**src/rtl/pda_pkg.sv**
```systemverilog
package pda_pkg;

    localparam int PAGE_W_D    = 7;
    localparam int BASE_W_D    = 16;
    localparam int OFS_W_D     = 7;
    localparam int PORT_PG_W_D = 9;
    localparam int MMR_END_D   = 'h60;

    typedef enum logic [2:0] {
        AM_PAGE  = 3'd0,
        AM_STACK = 3'd1,
        AM_PORT  = 3'd2,
        AM_ABS16 = 3'd3,
        AM_ABS23 = 3'd4
    } amode_e;

    typedef enum logic [1:0] {
        LP_HIGH = 2'd0,
        LP_LOW  = 2'd1,
        LP_FULL = 2'd2
    } ld_part_e;

    typedef enum logic [1:0] {
        PS_DATA  = 2'd0,
        PS_STACK = 2'd1,
        PS_PORT  = 2'd2,
        PS_NONE  = 2'd3
    } ptr_sel_e;

    typedef struct packed {
        logic ok;
        logic is_io;
        logic rsvd;
    } addr_flags_t;

endpackage

```
**src/rtl/pda_ptr_reg.sv**
```systemverilog
module pda_ptr_reg
    import pda_pkg::*;
#(
    parameter int HI_W = 7,
    parameter int LO_W = 16,
    localparam int TOT_W = HI_W + LO_W
) (
    input  logic             clk,
    input  logic             rst,
    input  logic             wr_en,
    input  ld_part_e         wr_part,
    input  logic [TOT_W-1:0] wr_data,
    output logic [HI_W-1:0]  hi,
    output logic [LO_W-1:0]  lo
);

    always_ff @(posedge clk) begin
        if (rst) begin
            hi <= '0;
            lo <= '0;
        end else if (wr_en) begin
            case (wr_part)
                LP_HIGH: hi <= wr_data[HI_W-1:0];
                LP_LOW:  lo <= wr_data[LO_W-1:0];
                LP_FULL: {hi, lo} <= wr_data;
                default: ;
            endcase
        end
    end

endmodule

```
**src/rtl/pda_addr_form.sv**
```systemverilog
module pda_addr_form
    import pda_pkg::*;
#(
    parameter int PAGE_W    = 7,
    parameter int BASE_W    = 16,
    parameter int OFS_W     = 7,
    parameter int PORT_PG_W = 9,
    parameter int MMR_END   = 'h60,
    localparam int ADDR_W   = PAGE_W + BASE_W
) (
    input  amode_e               mode,
    input  logic                 mmr,
    input  logic [OFS_W-1:0]     offset,
    input  logic [ADDR_W-1:0]    konst,
    input  logic [PAGE_W-1:0]    dp_hi,
    input  logic [BASE_W-1:0]    dp_lo,
    input  logic [PAGE_W-1:0]    sp_hi,
    input  logic [BASE_W-1:0]    sp_lo,
    input  logic [PORT_PG_W-1:0] pp_hi,
    output logic [ADDR_W-1:0]    addr,
    output addr_flags_t          flags
);

    logic [PAGE_W-1:0] op_page;
    logic [BASE_W-1:0] op_base;
    logic [BASE_W-1:0] sum;

    // operand select in front of the single shared adder
    always_comb begin
        op_page = '0;
        op_base = '0;
        case (mode)
            AM_PAGE: begin
                op_page = mmr ? '0 : dp_hi;
                op_base = mmr ? '0 : dp_lo;
            end
            AM_STACK: begin
                op_page = sp_hi;
                op_base = sp_lo;
            end
            default: ;
        endcase
    end

    assign sum = op_base + BASE_W'(offset);

    always_comb begin
        addr  = '0;
        flags = '{ok: 1'b1, is_io: 1'b0, rsvd: 1'b0};
        case (mode)
            AM_PAGE:  addr = {op_page, sum};
            AM_STACK: begin
                addr       = {op_page, sum};
                flags.rsvd = (op_page == '0) && (sum < BASE_W'(MMR_END));
            end
            AM_PORT: begin
                addr        = ADDR_W'({pp_hi, offset});
                flags.is_io = 1'b1;
            end
            AM_ABS16: addr = ADDR_W'(konst[BASE_W-1:0]);
            AM_ABS23: addr = konst;
            default:  flags.ok = 1'b0;
        endcase
    end

endmodule

```
**src/rtl/pda_gen.sv**
```systemverilog
module pda_gen
    import pda_pkg::*;
#(
    parameter int PAGE_W    = PAGE_W_D,
    parameter int BASE_W    = BASE_W_D,
    parameter int OFS_W     = OFS_W_D,
    parameter int PORT_PG_W = PORT_PG_W_D,
    parameter int MMR_END   = MMR_END_D,
    localparam int ADDR_W   = PAGE_W + BASE_W,
    localparam int PORT_W   = PORT_PG_W + OFS_W,
    localparam int N_PAGED  = 2
) (
    input  logic              clk,
    input  logic              rst,
    input  logic              ld_valid,
    input  logic [1:0]        ld_sel,
    input  logic [1:0]        ld_part,
    input  logic [ADDR_W-1:0] ld_value,
    input  logic              req_valid,
    input  logic [2:0]        req_mode,
    input  logic              req_mmr,
    input  logic [OFS_W-1:0]  req_offset,
    input  logic [ADDR_W-1:0] req_const,
    output logic              out_valid,
    output logic              out_is_io,
    output logic [ADDR_W-1:0] out_addr,
    output logic              out_rsvd
);

    logic [PAGE_W-1:0]    pg_hi [N_PAGED];
    logic [BASE_W-1:0]    pg_lo [N_PAGED];
    logic [PORT_PG_W-1:0] pp_hi;
    logic [OFS_W-1:0]     pp_lo_unused;

    logic [ADDR_W-1:0]    nxt_addr;
    addr_flags_t          nxt_flags;

    // data pointer (index 0) and stack pointer (index 1) share one layout
    for (genvar g = 0; g < N_PAGED; g++) begin : g_paged
        pda_ptr_reg #(.HI_W(PAGE_W), .LO_W(BASE_W)) u_ptr (
            .clk     (clk),
            .rst     (rst),
            .wr_en   (ld_valid && (ld_sel == 2'(g))),
            .wr_part (ld_part_e'(ld_part)),
            .wr_data (ld_value),
            .hi      (pg_hi[g]),
            .lo      (pg_lo[g])
        );
    end

    pda_ptr_reg #(.HI_W(PORT_PG_W), .LO_W(OFS_W)) u_port_ptr (
        .clk     (clk),
        .rst     (rst),
        .wr_en   (ld_valid && (ptr_sel_e'(ld_sel) == PS_PORT)),
        .wr_part (ld_part_e'(ld_part)),
        .wr_data (ld_value[PORT_W-1:0]),
        .hi      (pp_hi),
        .lo      (pp_lo_unused)
    );

    pda_addr_form #(
        .PAGE_W    (PAGE_W),
        .BASE_W    (BASE_W),
        .OFS_W     (OFS_W),
        .PORT_PG_W (PORT_PG_W),
        .MMR_END   (MMR_END)
    ) u_form (
        .mode   (amode_e'(req_mode)),
        .mmr    (req_mmr),
        .offset (req_offset),
        .konst  (req_const),
        .dp_hi  (pg_hi[0]),
        .dp_lo  (pg_lo[0]),
        .sp_hi  (pg_hi[1]),
        .sp_lo  (pg_lo[1]),
        .pp_hi  (pp_hi),
        .addr   (nxt_addr),
        .flags  (nxt_flags)
    );

    always_ff @(posedge clk) begin
        if (rst) begin
            out_valid <= 1'b0;
            out_is_io <= 1'b0;
            out_rsvd  <= 1'b0;
            out_addr  <= '0;
        end else begin
            out_valid <= req_valid && nxt_flags.ok;
            if (req_valid && nxt_flags.ok) begin
                out_addr  <= nxt_addr;
                out_is_io <= nxt_flags.is_io;
                out_rsvd  <= nxt_flags.rsvd;
            end
        end
    end

endmodule

```
**config.mk**
```make
export PLATFORM = sky130hd
export DESIGN_NAME = pda_gen
export DESIGN_NICKNAME = d
export VERILOG_FILES = /design/src/rtl/pda_pkg.sv /design/src/rtl/pda_ptr_reg.sv /design/src/rtl/pda_addr_form.sv /design/src/rtl/pda_gen.sv
export SDC_FILE = /design/constraint.sdc
export NUM_CORES = 1
export LEC_CHECK = 0
export BUFFER_PORTS_ARGS = -buffer_cell sky130_fd_sc_hd__buf_2
export CORE_ASPECT_RATIO = 1.2
export CORE_MARGIN = 2
export CORE_UTILIZATION = 43
export DETAILED_ROUTE_END_ITERATION = 6
export PLACE_DENSITY = 0.77
export SKIP_CTS_REPAIR_TIMING = 1
export SLEW_MARGIN = 5
export SYNTH_ARGS = -nofsm -noshare
export SYNTH_HDL_FRONTEND = slang
export SYNTH_SLANG_ARGS = --single-unit
```
**constraint.sdc**
```tcl
create_clock -name clk -period 4.9 [get_ports clk]
set_input_delay 0.98 -clock clk [delete_from_list [all_inputs] [get_ports clk]]
set_output_delay 0.98 -clock clk [all_outputs]
set_load 0.02 [all_outputs]
```
==> flow_summary_export.csv <==
group,metric,value,unit
synthesis,synth_nets,639,
worst_hold_path,min_path_type,"reg -> reg",
timing,setup_violations,0,
global_routing,grt.total_usage,23.3,%
floorplanning,die_area,11300,um2
global_routing,grt_pass1_wl,20.9,mm
timing,period_minus_slack,4.12,ns
synthesis,syn_area,4480,um2
synthesis,syn_avg_cell_area,7.95,um2
route,dr_wl_met3,1.00,mm
placement,place_congestion,0.883,
global_routing,overflow,0,
timing,hold_violations,0,
floorplanning,io_pins,91,
timing,worst_pin_slew,1.16,ns
outcome,outcome,"completed",
critical_path,crit_type,"in -> reg",
finish,nFillCells,966,
timing,holdWs,0.455,ns
finish,syn_to_final_growth,17.4,%
critical_path,cp-start-kind,"input pin",
finish,nNetsFinal,708,
cts,cts_tree,"yes",
route,drt_iter0_markers,320,
run,drv_cap,0,
synthesis,syn_inst,564,
synthesis,ys_warn_count,0,
synthesis,yosysUniqueCellTypes,61,
placement,dp_hpwl,9.42,mm
route,wl_met2,6.17,mm
global_routing,antenna_found_initial,0,
timing,max_freq,243,MHz
cts,insertion_delay,0.35,ns
global_routing,grt_max_degree,71,
critical_path,path_max_fanout,17,
timing,slew_headroom,22.1,%
route,wl,13.1,mm
route,routed_via_density,5.88,
cts,cts.clk_slew.worst_paths,0.07,ns
route,ant_nets,0,
synthesis,async_flop_share,0,%
finish,final_cell_mix,"90 x nand2_1, 90 x buf_2, 81 x dfxtp_1, 62 x a21oi_1, 50 x nor2_1",
timing,fin_skew,0.00740,ns
cts,cts_max_level,3,
floorplanning,core,10100,um2
timing,fin_setup_tns,0,ns
route,drt-met1-wl,5.69,mm
placement,io_buffers,90,
synthesis,synthFlopType,"dfxtp_1",
critical_path,crit_path_end_kind,"flip-flop",
power,p_per_area,300,nW/um2
critical_path,arrival,4.39,ns
global_routing,grt_pass1_vias,4179,
power,power.leakage,0.00197,uW
route,dr_total_vias,4492,
cts,cts_buffer_depth,2,
cts,numClockSinks,81,
cts,cts_made_buffers,9,
synthesis,yosysSeqAreaShare,36.2,%
timing,grt_setup_unrepaired,"false",
floorplanning,die_h,116,um
power,vdd_drop_max,121,uV
timing,fin_crit_sh,84.0,%
route,wl_per_cell,17.2,um
route,highest_layer,"met4",
finish,fin_cells,764,
floorplanning,die_width,97.2,um
critical_path,cp.required,5.18,ns
finish,drive_gt1_share,22.3,%
floorplanning,start_util,44.6,%
route,drc,0,
route,dr.pass1.iters,4,
cts,cts-root-buf,"clkbuf_16",
floorplanning,num_rows,40,
finish,diodes,0,
synthesis,synth_edf_count,0,
placement,placedCellCount,748,
timing,slew_violations,0,
synthesis,ys_seq_elements,81,
## routing by layer
layer / vias up / track usage (%)
met5: - / 0
met3: 20 / 3.80
met4: 0 / 9.07
met1: 2099 / 30.5
met2: 197 / 38.8
li1: 2176 / -
## final cells by class
cell class / count / area, um2 / share of cell area, %
multi-input cells: 432 / 2640 / 50.2
inverters: 8 / 30.0 / 0.570
clock buffers: 10 / 229 / 4.35
repair buffers: 101 / 533 / 10.1
well taps: 126 / 158 / 3.00
flip-flops and latches: 81 / 1620 / 30.8
clock inverters: 6 / 50.0 / 0.951
## state kept, by name, summed over array words and instances, names as in the netlist
| register | count |
|---|---|
| out_addr | 23 |
| g_paged.u_ptr.lo | 32 |
| out_is_io | 1 |
| u_port_ptr.hi | 9 |
| out_valid | 1 |
| out_rsvd | 1 |
| g_paged.u_ptr.hi | 14 |
## cells by family (layout without fill, tap and decap cells)
kind of cell    count (synthesis)  after routing  share of synthesized area (%)
compound gates                192            192                           28.4
xor+xnor                       11             11                           2.15
buf+inv                        51            125                           4.88
fa+ha+maj                      10             10                           2.96
simple gates                  201            201                           21.1
flops                          81             81                           36.2
mux                            18             18                           4.35
## cells in the mapped netlist (4+ instances only)
master,number,share of area (%)
a21oi_1,62,6.9
a22oi_1,9,1.5
xnor2_1,6,1.2
a311oi_1,7,1.4
nor2b_1,8,1.1
a31oi_1,8,1.1
xor2_1,5,0.98
dfxtp_1,81,36
and2_1,4,0.56
inv_1,8,0.67
nand2b_1,9,1.3
mux2i_1,6,1.3
nand2_1,90,7.5
ha_1,9,2.5
a211oi_1,29,4.9
o22ai_1,12,1.7
o21ai_0,19,2.1
buf_2,10,1.1
a22o_1,6,1.2
nor2_1,50,4.2
nor3b_1,8,1.3
o21a_1,15,2.5
clkbuf_1,28,2.3
mux2_2,12,3.0
nor3_1,10,1.1
## report_power, final
part	total (uW)	switching, uW	internal [uW]	leakage (uW)
clock	647	298	349	0.000130
combinational	228	140	88.0	0.00118
sequential	702	16.1	686	0.000660
total	1580	454	1120	0.00197
## worst paths after layout
kind                           start  slack, ns  cells after the start                       to
min reg2reg  g_paged[1].u_ptr.lo[13]       0.46                      2  g_paged[1].u_ptr.lo[13]
max reg2reg   g_paged[1].u_ptr.lo[1]       2.12                     10                 out_rsvd
min          g_paged[1].u_ptr.lo[13]       0.46                      2  g_paged[1].u_ptr.lo[13]
max                      req_mode[1]       0.78                     13                 out_rsvd
## stage by stage
stage | utilization [%] | total power, uW | setup WS, ns | cell area (um2)
after floorplan | - | 862 | 0.832 | 4480
after global placement | 49.6 | 936 | 0.550 | 4980
after detailed placement | 49.6 | 942 | 0.495 | 4980
after CTS | 52.3 | 1580 | 0.812 | 5260
after global routing | 52.3 | 1620 | 0.529 | 5260
final | 52.3 | 1580 | 0.784 | 5260
## critical path: stages
cell and delay (ns):
buf_2 0.13, nor4_4 0.85, a22o_1 0.27, ha_1 0.22
inv_1 0.07, fa_1 0.37, nand2b_1 0.20, a21oi_1 0.20
o31a_1 0.27, o2111ai_1 0.24, nor4_1 0.30, o2111ai_1 0.16
o21ai_1 0.14
(Power assumes the default switching activity.)
